[src/rtl/fbr_pkg.sv]
// Shared constants and types for the serial flash byte reader.
// Assumes an 8-bit register offset space and byte-wide registers.
package fbr_pkg;

    localparam logic [7:0] OFS_CTRL     = 8'h00;
    localparam logic [7:0] OFS_RXBYTE   = 8'h0C;
    localparam logic [7:0] OFS_OPC_STD  = 8'h2C;
    localparam logic [7:0] OFS_OPC_QUAD = 8'h30;
    localparam logic [7:0] OFS_TIMING   = 8'h60;
    localparam logic [7:0] OFS_LANES    = 8'hCC;
    localparam int         ADDR_BYTES   = 4;
    localparam logic [7:0] OFS_ADR [ADDR_BYTES] = '{8'h10, 8'h14, 8'h18, 8'hC8};

    localparam logic [7:0] CMD_READ_BYTE = 8'h81;

    localparam int LB_DUAL_DATA = 0;
    localparam int LB_DUAL_ADDR = 1;
    localparam int LB_QUAD_DATA = 2;
    localparam int LB_QUAD_ADDR = 3;
    localparam int LB_WIDE_ADDR = 4;
    localparam int LANE_REG_W   = 5;

    typedef enum logic [2:0] {
        PH_IDLE,
        PH_OPCODE,
        PH_ADDRESS,
        PH_DUMMY,
        PH_DATA,
        PH_WRAP
    } seq_state_e;

    typedef struct packed {
        logic [7:0]              opcode;
        logic [8*ADDR_BYTES-1:0] address;
        logic                    wide_addr;
        logic [1:0]              addr_lsh;
        logic [1:0]              data_lsh;
        logic                    dummy_en;
    } rd_cfg_t;

    // log2 of the lane count; the four-lane bit wins over the two-lane bit
    function automatic logic [1:0] lane_shift(input logic dual, input logic quad);
        return quad ? 2'd2 : (dual ? 2'd1 : 2'd0);
    endfunction

endpackage

[src/rtl/fbr_regs.sv]
// Register file of the flash byte reader.
// Holds opcodes, address, timing and lane settings and the captured byte.
// Assumes the sequencer raises seq_done for exactly one cycle per started read.
// All writes are refused while busy is high.
module fbr_regs
    import fbr_pkg::*;
(
    input  logic       clk,
    input  logic       rst_n,
    input  logic       reg_we,
    input  logic [7:0] reg_addr,
    input  logic [7:0] reg_wdata,
    output logic [7:0] reg_rdata,
    input  logic       seq_done,
    input  logic [7:0] seq_rx,
    output logic       start,
    output logic       busy,
    output rd_cfg_t    cfg
);

    localparam int AW = 8 * ADDR_BYTES;

    logic [7:0]            opc_std_q, opc_quad_q, rxbyte_q;
    logic                  timing_q;
    logic [LANE_REG_W-1:0] lanes_q;
    logic [AW-1:0]         addr_q;

    // Start pulse: the start code written to the control register while idle
    assign start = reg_we && !busy && (reg_addr == OFS_CTRL) && (reg_wdata == CMD_READ_BYTE);

    // Register updates: completion first, otherwise software writes while idle
    always_ff @(posedge clk) begin
        if (!rst_n) begin
            opc_std_q  <= '0;
            opc_quad_q <= '0;
            rxbyte_q   <= '0;
            timing_q   <= 1'b0;
            lanes_q    <= '0;
            addr_q     <= '0;
            busy       <= 1'b0;
        end else if (seq_done) begin
            busy     <= 1'b0;
            rxbyte_q <= seq_rx;
            addr_q   <= addr_q + AW'(1);
        end else if (reg_we && !busy) begin
            if (start)                      busy       <= 1'b1;
            if (reg_addr == OFS_OPC_STD)    opc_std_q  <= reg_wdata;
            if (reg_addr == OFS_OPC_QUAD)   opc_quad_q <= reg_wdata;
            if (reg_addr == OFS_TIMING)     timing_q   <= reg_wdata[0];
            if (reg_addr == OFS_LANES)      lanes_q    <= reg_wdata[LANE_REG_W-1:0];
            for (int b = 0; b < ADDR_BYTES; b++) begin
                if (reg_addr == OFS_ADR[b]) addr_q[8*b +: 8] <= reg_wdata;
            end
        end
    end

    // Read mux
    always_comb begin
        reg_rdata = 8'h00;
        unique case (reg_addr)
            OFS_CTRL:     reg_rdata = busy ? CMD_READ_BYTE : 8'h00;
            OFS_RXBYTE:   reg_rdata = rxbyte_q;
            OFS_OPC_STD:  reg_rdata = opc_std_q;
            OFS_OPC_QUAD: reg_rdata = opc_quad_q;
            OFS_TIMING:   reg_rdata = {7'h00, timing_q};
            OFS_LANES:    reg_rdata = {{(8-LANE_REG_W){1'b0}}, lanes_q};
            default: begin
                for (int b = 0; b < ADDR_BYTES; b++) begin
                    if (reg_addr == OFS_ADR[b]) reg_rdata = addr_q[8*b +: 8];
                end
            end
        endcase
    end

    // Read configuration handed to the sequencer
    always_comb begin
        cfg.opcode    = lanes_q[LB_QUAD_DATA] ? opc_quad_q : opc_std_q;
        cfg.address   = addr_q;
        cfg.wide_addr = lanes_q[LB_WIDE_ADDR];
        cfg.addr_lsh  = lane_shift(lanes_q[LB_DUAL_ADDR], lanes_q[LB_QUAD_ADDR]);
        cfg.data_lsh  = lane_shift(lanes_q[LB_DUAL_DATA], lanes_q[LB_QUAD_DATA]);
        cfg.dummy_en  = timing_q | lanes_q[LB_DUAL_DATA] | lanes_q[LB_QUAD_DATA];
    end

    AST_ADDR_STEP: assert property (@(posedge clk) disable iff (!rst_n)
        seq_done |=> addr_q == $past(addr_q) + AW'(1));
    AST_FROZEN_WHILE_BUSY: assert property (@(posedge clk) disable iff (!rst_n)
        (busy && !seq_done) |=> ($stable(lanes_q) && $stable(opc_std_q) && $stable(opc_quad_q)
                                && $stable(timing_q) && $stable(addr_q)));
    AST_DONE_ONLY_BUSY: assert property (@(posedge clk) disable iff (!rst_n)
        seq_done |-> busy);

endmodule

[src/rtl/fbr_seq.sv]
// Serial frame sequencer for one byte read.
// Runs the opcode, address, optional dummy and data phases at half the system clock rate.
// Each serial clock is one low cycle followed by one high cycle.
// Outputs shift while the serial clock falls; inputs are sampled as it rises.
// Assumes cfg stays stable from start until done.
module fbr_seq
    import fbr_pkg::*;
#(
    parameter int DUMMY_CLKS = 8,
    parameter int CNT_W      = 6
) (
    input  logic       clk,
    input  logic       rst_n,
    input  logic       start,
    input  rd_cfg_t    cfg,
    input  logic [3:0] io_in,
    output logic       sck,
    output logic       cs_n,
    output logic [3:0] io_out,
    output logic [3:0] io_oe,
    output logic       done,
    output logic [7:0] rx_byte
);

    localparam int AW        = 8 * ADDR_BYTES;
    localparam int STD_BITS  = AW - 8;
    localparam int BYTE_BITS = 8;

    seq_state_e       state;
    logic             ph;
    logic [CNT_W-1:0] cnt;
    logic [AW-1:0]    tx;
    logic [7:0]       rx, rx_next;
    logic [1:0]       lsh;
    logic [2:0]       lane_n;

    // Serial clocks needed for a bit count at a given lane width, minus one
    function automatic logic [CNT_W-1:0] span(input int bits, input logic [1:0] s);
        return CNT_W'((bits >> s) - 1);
    endfunction

    assign lane_n = 3'd1 << lsh;

    // Next capture value for the active data lane width
    always_comb begin
        unique case (lsh)
            2'd0:    rx_next = {rx[6:0], io_in[1]};
            2'd1:    rx_next = {rx[5:0], io_in[1:0]};
            default: rx_next = {rx[3:0], io_in};
        endcase
    end

    // Phase walk, bit counting, shifting out and capturing in
    always_ff @(posedge clk) begin
        if (!rst_n) begin
            state <= PH_IDLE;
            ph    <= 1'b0;
            cnt   <= '0;
            tx    <= '0;
            rx    <= '0;
            lsh   <= 2'd0;
        end else begin
            unique case (state)
                PH_IDLE: begin
                    if (start) begin
                        state <= PH_OPCODE;
                        ph    <= 1'b0;
                        cnt   <= span(BYTE_BITS, 2'd0);
                        tx    <= {cfg.opcode, {(AW-8){1'b0}}};
                        lsh   <= 2'd0;
                    end
                end
                PH_WRAP: state <= PH_IDLE;
                default: begin
                    ph <= ~ph;
                    if (!ph && state == PH_DATA) rx <= rx_next;
                    if (ph) begin
                        if (cnt != '0) begin
                            cnt <= cnt - CNT_W'(1);
                            tx  <= tx << lane_n;
                        end else begin
                            unique case (state)
                                PH_OPCODE: begin
                                    state <= PH_ADDRESS;
                                    lsh   <= cfg.addr_lsh;
                                    tx    <= cfg.wide_addr ? cfg.address
                                                           : {cfg.address[STD_BITS-1:0], 8'h00};
                                    cnt   <= span(cfg.wide_addr ? AW : STD_BITS, cfg.addr_lsh);
                                end
                                PH_ADDRESS: begin
                                    lsh <= cfg.data_lsh;
                                    if (cfg.dummy_en) begin
                                        state <= PH_DUMMY;
                                        cnt   <= CNT_W'(DUMMY_CLKS - 1);
                                    end else begin
                                        state <= PH_DATA;
                                        cnt   <= span(BYTE_BITS, cfg.data_lsh);
                                    end
                                end
                                PH_DUMMY: begin
                                    state <= PH_DATA;
                                    cnt   <= span(BYTE_BITS, lsh);
                                end
                                default: state <= PH_WRAP;
                            endcase
                        end
                    end
                end
            endcase
        end
    end

    // Lane drive during the opcode and address phases only
    always_comb begin
        io_out = 4'h0;
        io_oe  = 4'h0;
        if (state == PH_OPCODE || state == PH_ADDRESS) begin
            unique case (lsh)
                2'd0:    begin io_out[0]   = tx[AW-1];         io_oe = 4'b0001; end
                2'd1:    begin io_out[1:0] = tx[AW-1 -: 2];    io_oe = 4'b0011; end
                default: begin io_out      = tx[AW-1 -: 4];    io_oe = 4'b1111; end
            endcase
        end
    end

    assign cs_n    = (state == PH_IDLE) || (state == PH_WRAP);
    assign sck     = ph && !cs_n;
    assign done    = (state == PH_WRAP);
    assign rx_byte = rx;

    AST_START_FROM_IDLE: assert property (@(posedge clk) disable iff (!rst_n)
        start |-> state == PH_IDLE);
    AST_QUIET_BUS: assert property (@(posedge clk) disable iff (!rst_n)
        cs_n |-> (!sck && io_oe == 4'h0));
    AST_OPCODE_ONE_LANE: assert property (@(posedge clk) disable iff (!rst_n)
        state == PH_OPCODE |-> io_oe == 4'b0001);
    AST_RELEASE_IN_READ: assert property (@(posedge clk) disable iff (!rst_n)
        (state == PH_DUMMY || state == PH_DATA) |-> io_oe == 4'h0);
    AST_WRAP_PULSE: assert property (@(posedge clk) disable iff (!rst_n)
        done |=> !done);

endmodule

[src/rtl/flash_byte_reader.sv]
// Top of the serial flash byte reader.
// Joins the register file to the frame sequencer.
// Assumes a single attached flash and a synchronous active-low reset.
module flash_byte_reader
    import fbr_pkg::*;
#(
    parameter int DUMMY_CLKS = 8
) (
    input  logic       clk,
    input  logic       rst_n,
    input  logic       reg_we,
    input  logic [7:0] reg_addr,
    input  logic [7:0] reg_wdata,
    output logic [7:0] reg_rdata,
    output logic       flash_sck,
    output logic       flash_cs_n,
    output logic [3:0] flash_io_out,
    output logic [3:0] flash_io_oe,
    input  logic [3:0] flash_io_in
);

    logic       start, busy, seq_done;
    logic [7:0] seq_rx;
    rd_cfg_t    cfg;

    fbr_regs u_regs (
        .clk       (clk),
        .rst_n     (rst_n),
        .reg_we    (reg_we),
        .reg_addr  (reg_addr),
        .reg_wdata (reg_wdata),
        .reg_rdata (reg_rdata),
        .seq_done  (seq_done),
        .seq_rx    (seq_rx),
        .start     (start),
        .busy      (busy),
        .cfg       (cfg)
    );

    fbr_seq #(.DUMMY_CLKS(DUMMY_CLKS)) u_seq (
        .clk     (clk),
        .rst_n   (rst_n),
        .start   (start),
        .cfg     (cfg),
        .io_in   (flash_io_in),
        .sck     (flash_sck),
        .cs_n    (flash_cs_n),
        .io_out  (flash_io_out),
        .io_oe   (flash_io_oe),
        .done    (seq_done),
        .rx_byte (seq_rx)
    );

    AST_BUSY_MATCHES_FRAME: assert property (@(posedge clk) disable iff (!rst_n)
        !flash_cs_n |-> busy);

endmodule

[config.mk]
export PLATFORM = sky130hd
export DESIGN_NAME = flash_byte_reader
export DESIGN_NICKNAME = d
export VERILOG_FILES = /design/src/rtl/fbr_pkg.sv /design/src/rtl/fbr_regs.sv /design/src/rtl/fbr_seq.sv /design/src/rtl/flash_byte_reader.sv
export SDC_FILE = /design/constraint.sdc
export NUM_CORES = 1
export LEC_CHECK = 0
export ABC_AREA = 1
export BUFFER_PORTS_ARGS = -buffer_cell sky130_fd_sc_hd__clkbuf_2
export CORE_MARGIN = 5
export CORE_UTILIZATION = 51
export DETAILED_ROUTE_END_ITERATION = 7
export PLACE_DENSITY = 0.68
export SYNTH_ARGS = -nofsm -noshare
export SYNTH_HDL_FRONTEND = slang
export SYNTH_SLANG_ARGS = --single-unit
[constraint.sdc]
create_clock -name clk -period 5.8 [get_ports clk]
set_clock_uncertainty 0.2 [all_clocks]
set_input_delay 0.87 -clock clk [delete_from_list [all_inputs] [get_ports clk]]
set_output_delay 0.87 -clock clk [all_outputs]
set_load 0.01 [all_outputs]
==> impl_metrics.csv <==
group,metric,value,unit
synthesis,syn_area,8050,um^2
setup_path,worst_ep_required_time,4.73,ns
synthesis,synthSimpleGateAreaFrac,29.9,%
finish,insertedDiodeCount,0,
pwr,power.internal,2.23,mW
synthesis,synth_xor_area_share,1.96,%
sta,min_period,3.61,ns
pwr,power.total,4.44,mW
drt,via_count,9147,
drt,ant_nets,0,
grt,track_usage,31.1,%
status,status,"finished, final reports clean",
synthesis,yosys.area_share.adder,0.777,%
clock_tree,clkSinkCount,115,
pwr,p_clk_share,23.5,%
synthesis,ys_ff_latch,115,
floorplanning,pin_count,41,
finish,nNetsFinal,1354,
clock_tree,numCtsBuffers,17,
finish,instances_no_fill,1555,
sta,tightest_slew,1.07,ns
grt,grt_pass1_vias,8315,
synthesis,seq_area_frac_synth,28.6,%
clock_tree,cts.reportedPaths.clkPinSlew,0.06,ns
sta,maxSlewHeadroom,28.7,%
clock_tree,cts_max_path_buffers,2,
sta,setup_viol,0,
pwr,peakVddDrop,0.410,mV
grt,grt_overflow,0,
setup_path,crit_chain,"nor2_1, nand2_1, buf_4, inv_2, nor2_1, inv_2, nor2_1, clkbuf_2",
pwr,p_seq_share,24.3,%
sta,max_freq,277,MHz
setup_path,crit_type,"reg -> out",
finish,postLayoutCellArea,8860,um^2
sta,finalCritPeriodShare,62.3,%
setup_path,cp-end-kind,"output port",
sta,rsz0062_at_grt,"no",
place,dp_hpwl,20300,um
sta,finalHoldViolations,0,
min_path,hold_path.class,"reg -> reg",
sta,fin_hold_ws,0.261,ns
setup_path,critPathTopFamily,"buffers and inverters",
grt,grt_max_degree,52,
finish,n_fill_cell,1674,
synthesis,synthMuxAreaShare,0,%
pwr,power.leakage,3.44,nW
drt,vias_per_cell,5.88,
synthesis,synth_compound_area_share,26.8,%
finish,syn2layout_area_growth,10.1,%
clock_tree,ctsResizeCount,0,
clock_tree,hold_buffers,0,
place,portBuffers,40,
setup_path,critPathLaunchType,"flip-flop",
pwr,power_switching,2.21,mW
finish,final_cell_mix,"nand2_1 (293), inv_1 (171), nor2_1 (151)",
setup_path,crit_fanout,39,
synthesis,synth_cell_types,43,
synthesis,synth_flop_cell,"dfxtp_1",
setup_path,slowest_delay,0.41,ns
drt,wl_per_cell,18.2,um
finish,regArea,2300,um^2
synthesis,async_flop_share,0,%
job,drv_cap,0,
finish,drive_above_1_share,8.29,%
finish,multi_input_area,4780,um^2
pwr,comb_power_share,52.2,%
synthesis,yosysWarnings,0,
synthesis,netlist_instances,1326,
clock_tree,clockRootBuffer,"clkbuf_16",
sta,setup_tns,0,ns
drt,first_pass_iters,7,
setup_path,critPathBufInv,4,
floorplanning,fp.dieW,136,um
pwr,netSwitchingFraction,49.8,%
grt,antenna_found_initial,0,
pwr,p_per_area,501,nW/um^2
drt,drt_iter0_markers,1031,
floorplanning,start_util,51.4,%
floorplanning,core,15700,um^2
place,place_area,8280,um^2
floorplanning,die_y,136,um
floorplanning,die-area,18400,um^2
setup_path,arrival,2.54,ns
drt,drc,0,
clock_tree,post_cts_buffers,0,
synthesis,synth.avg_cell_area,6.07,um^2
setup_path,path_common_cell,"nor2_1",
place,dp_slack,2.27,ns
synthesis,syn_nets,1354,
place,routabilityCongestion,0.984,
place,placed_cells,1523,
finish,layout_commonest_cell,"nand2_1",
clock_tree,h-tree-depth,4,
setup_path,crit_slowest_cell,"buf_4",
sta,worst_slack,2.19,ns
clock_tree,clkLatencyLatePin,0.43,ns
synthesis,synth_top_family_by_area,"simple AND/OR/NAND/NOR gates",
synthesis,synth_edf_count,0,
drt,routed_wl,28200,um
clock_tree,tritoncts,"built",
floorplanning,fp-row-count,46,
finish,post-route-util,56.6,%
sta,slew_viol_final,0,
grt,grt_pass1_wl,45100,um
-- worst min-delay path, delay by kind of cell (launching register included) --
kind	cells	cell delay [ns]
DFF	1	0.31
AOI/OAI and AO/OA	1	0.05
and+or+nand+nor	1	0.06
-- flip-flops by register name (all words and copies together) (netlist names) --
signal,cells
u_regs.timing_q,1
u_seq.cnt,6
u_regs.rxbyte_q,8
u_seq.state,3
u_regs.lanes_q,5
u_regs.opc_quad_q,8
u_regs.busy,1
u_seq.lsh,2
u_seq.tx,32
u_seq.ph,1
u_regs.opc_std_q,8
u_regs.addr_q,32
u_seq.rx_byte,8
-- layer usage --
layer | wire [um] | track usage, %
met3 | 2260 | 4.42
met2 | 12500 | 48.3
met1 | 12400 | 43.3
met4 | 1050 | 12.8
met5 | 0 | 0
-- final timing paths --
check                           slack, ns            to      startpoint  depth (start not counted)
worst max-delay path                 2.19     flash_sck  u_seq.state[1]                          8
worst min-delay path                 0.26  u_seq.cnt[2]    u_seq.cnt[2]                          2
worst max register to register       2.32  u_seq.cnt[4]    u_seq.lsh[0]                         13
worst min register to register       0.26  u_seq.cnt[2]    u_seq.cnt[2]                          2
-- cell usage after synthesis (22+ instances only) --
cell type,instances,share of area [%]
o21ai_0,115,7.2
nand2_1,293,14
dfxtp_1,115,29
o22ai_1,46,3.6
inv_1,172,8.0
a21oi_1,119,7.4
nand3_1,64,4.0
a31oi_1,24,1.9
nor3_1,22,1.4
clkbuf_1,38,1.8
a211oi_1,26,2.4
nor2_1,151,7.0
-- area by class of cell --
class | count | area share (%)
multi-input combinational | 966 | 54.0
sequential | 115 | 26.0
inverter | 179 | 7.58
clock buffer | 18 | 4.96
tap | 216 | 3.05
timing repair buffer | 47 | 2.85
clock inverter | 14 | 1.62
-- cells by family after synthesis --
logic type	Yosys count
xor+xnor	18
buf+inv	245
fa+ha+maj	5
flops	115
compound gates	372
simple gates	571
-- power groups by stage --
stage	clock network (mW)	registers (mW)	logic, mW
floorplan	0	1.04	1.79
global placement	0	1.09	2.28
detailed placement	0	1.09	2.27
CTS	1.05	1.07	2.28
global route	1.09	1.10	2.60
finish	1.04	1.08	2.32
Power figures use the tool's default switching activity.
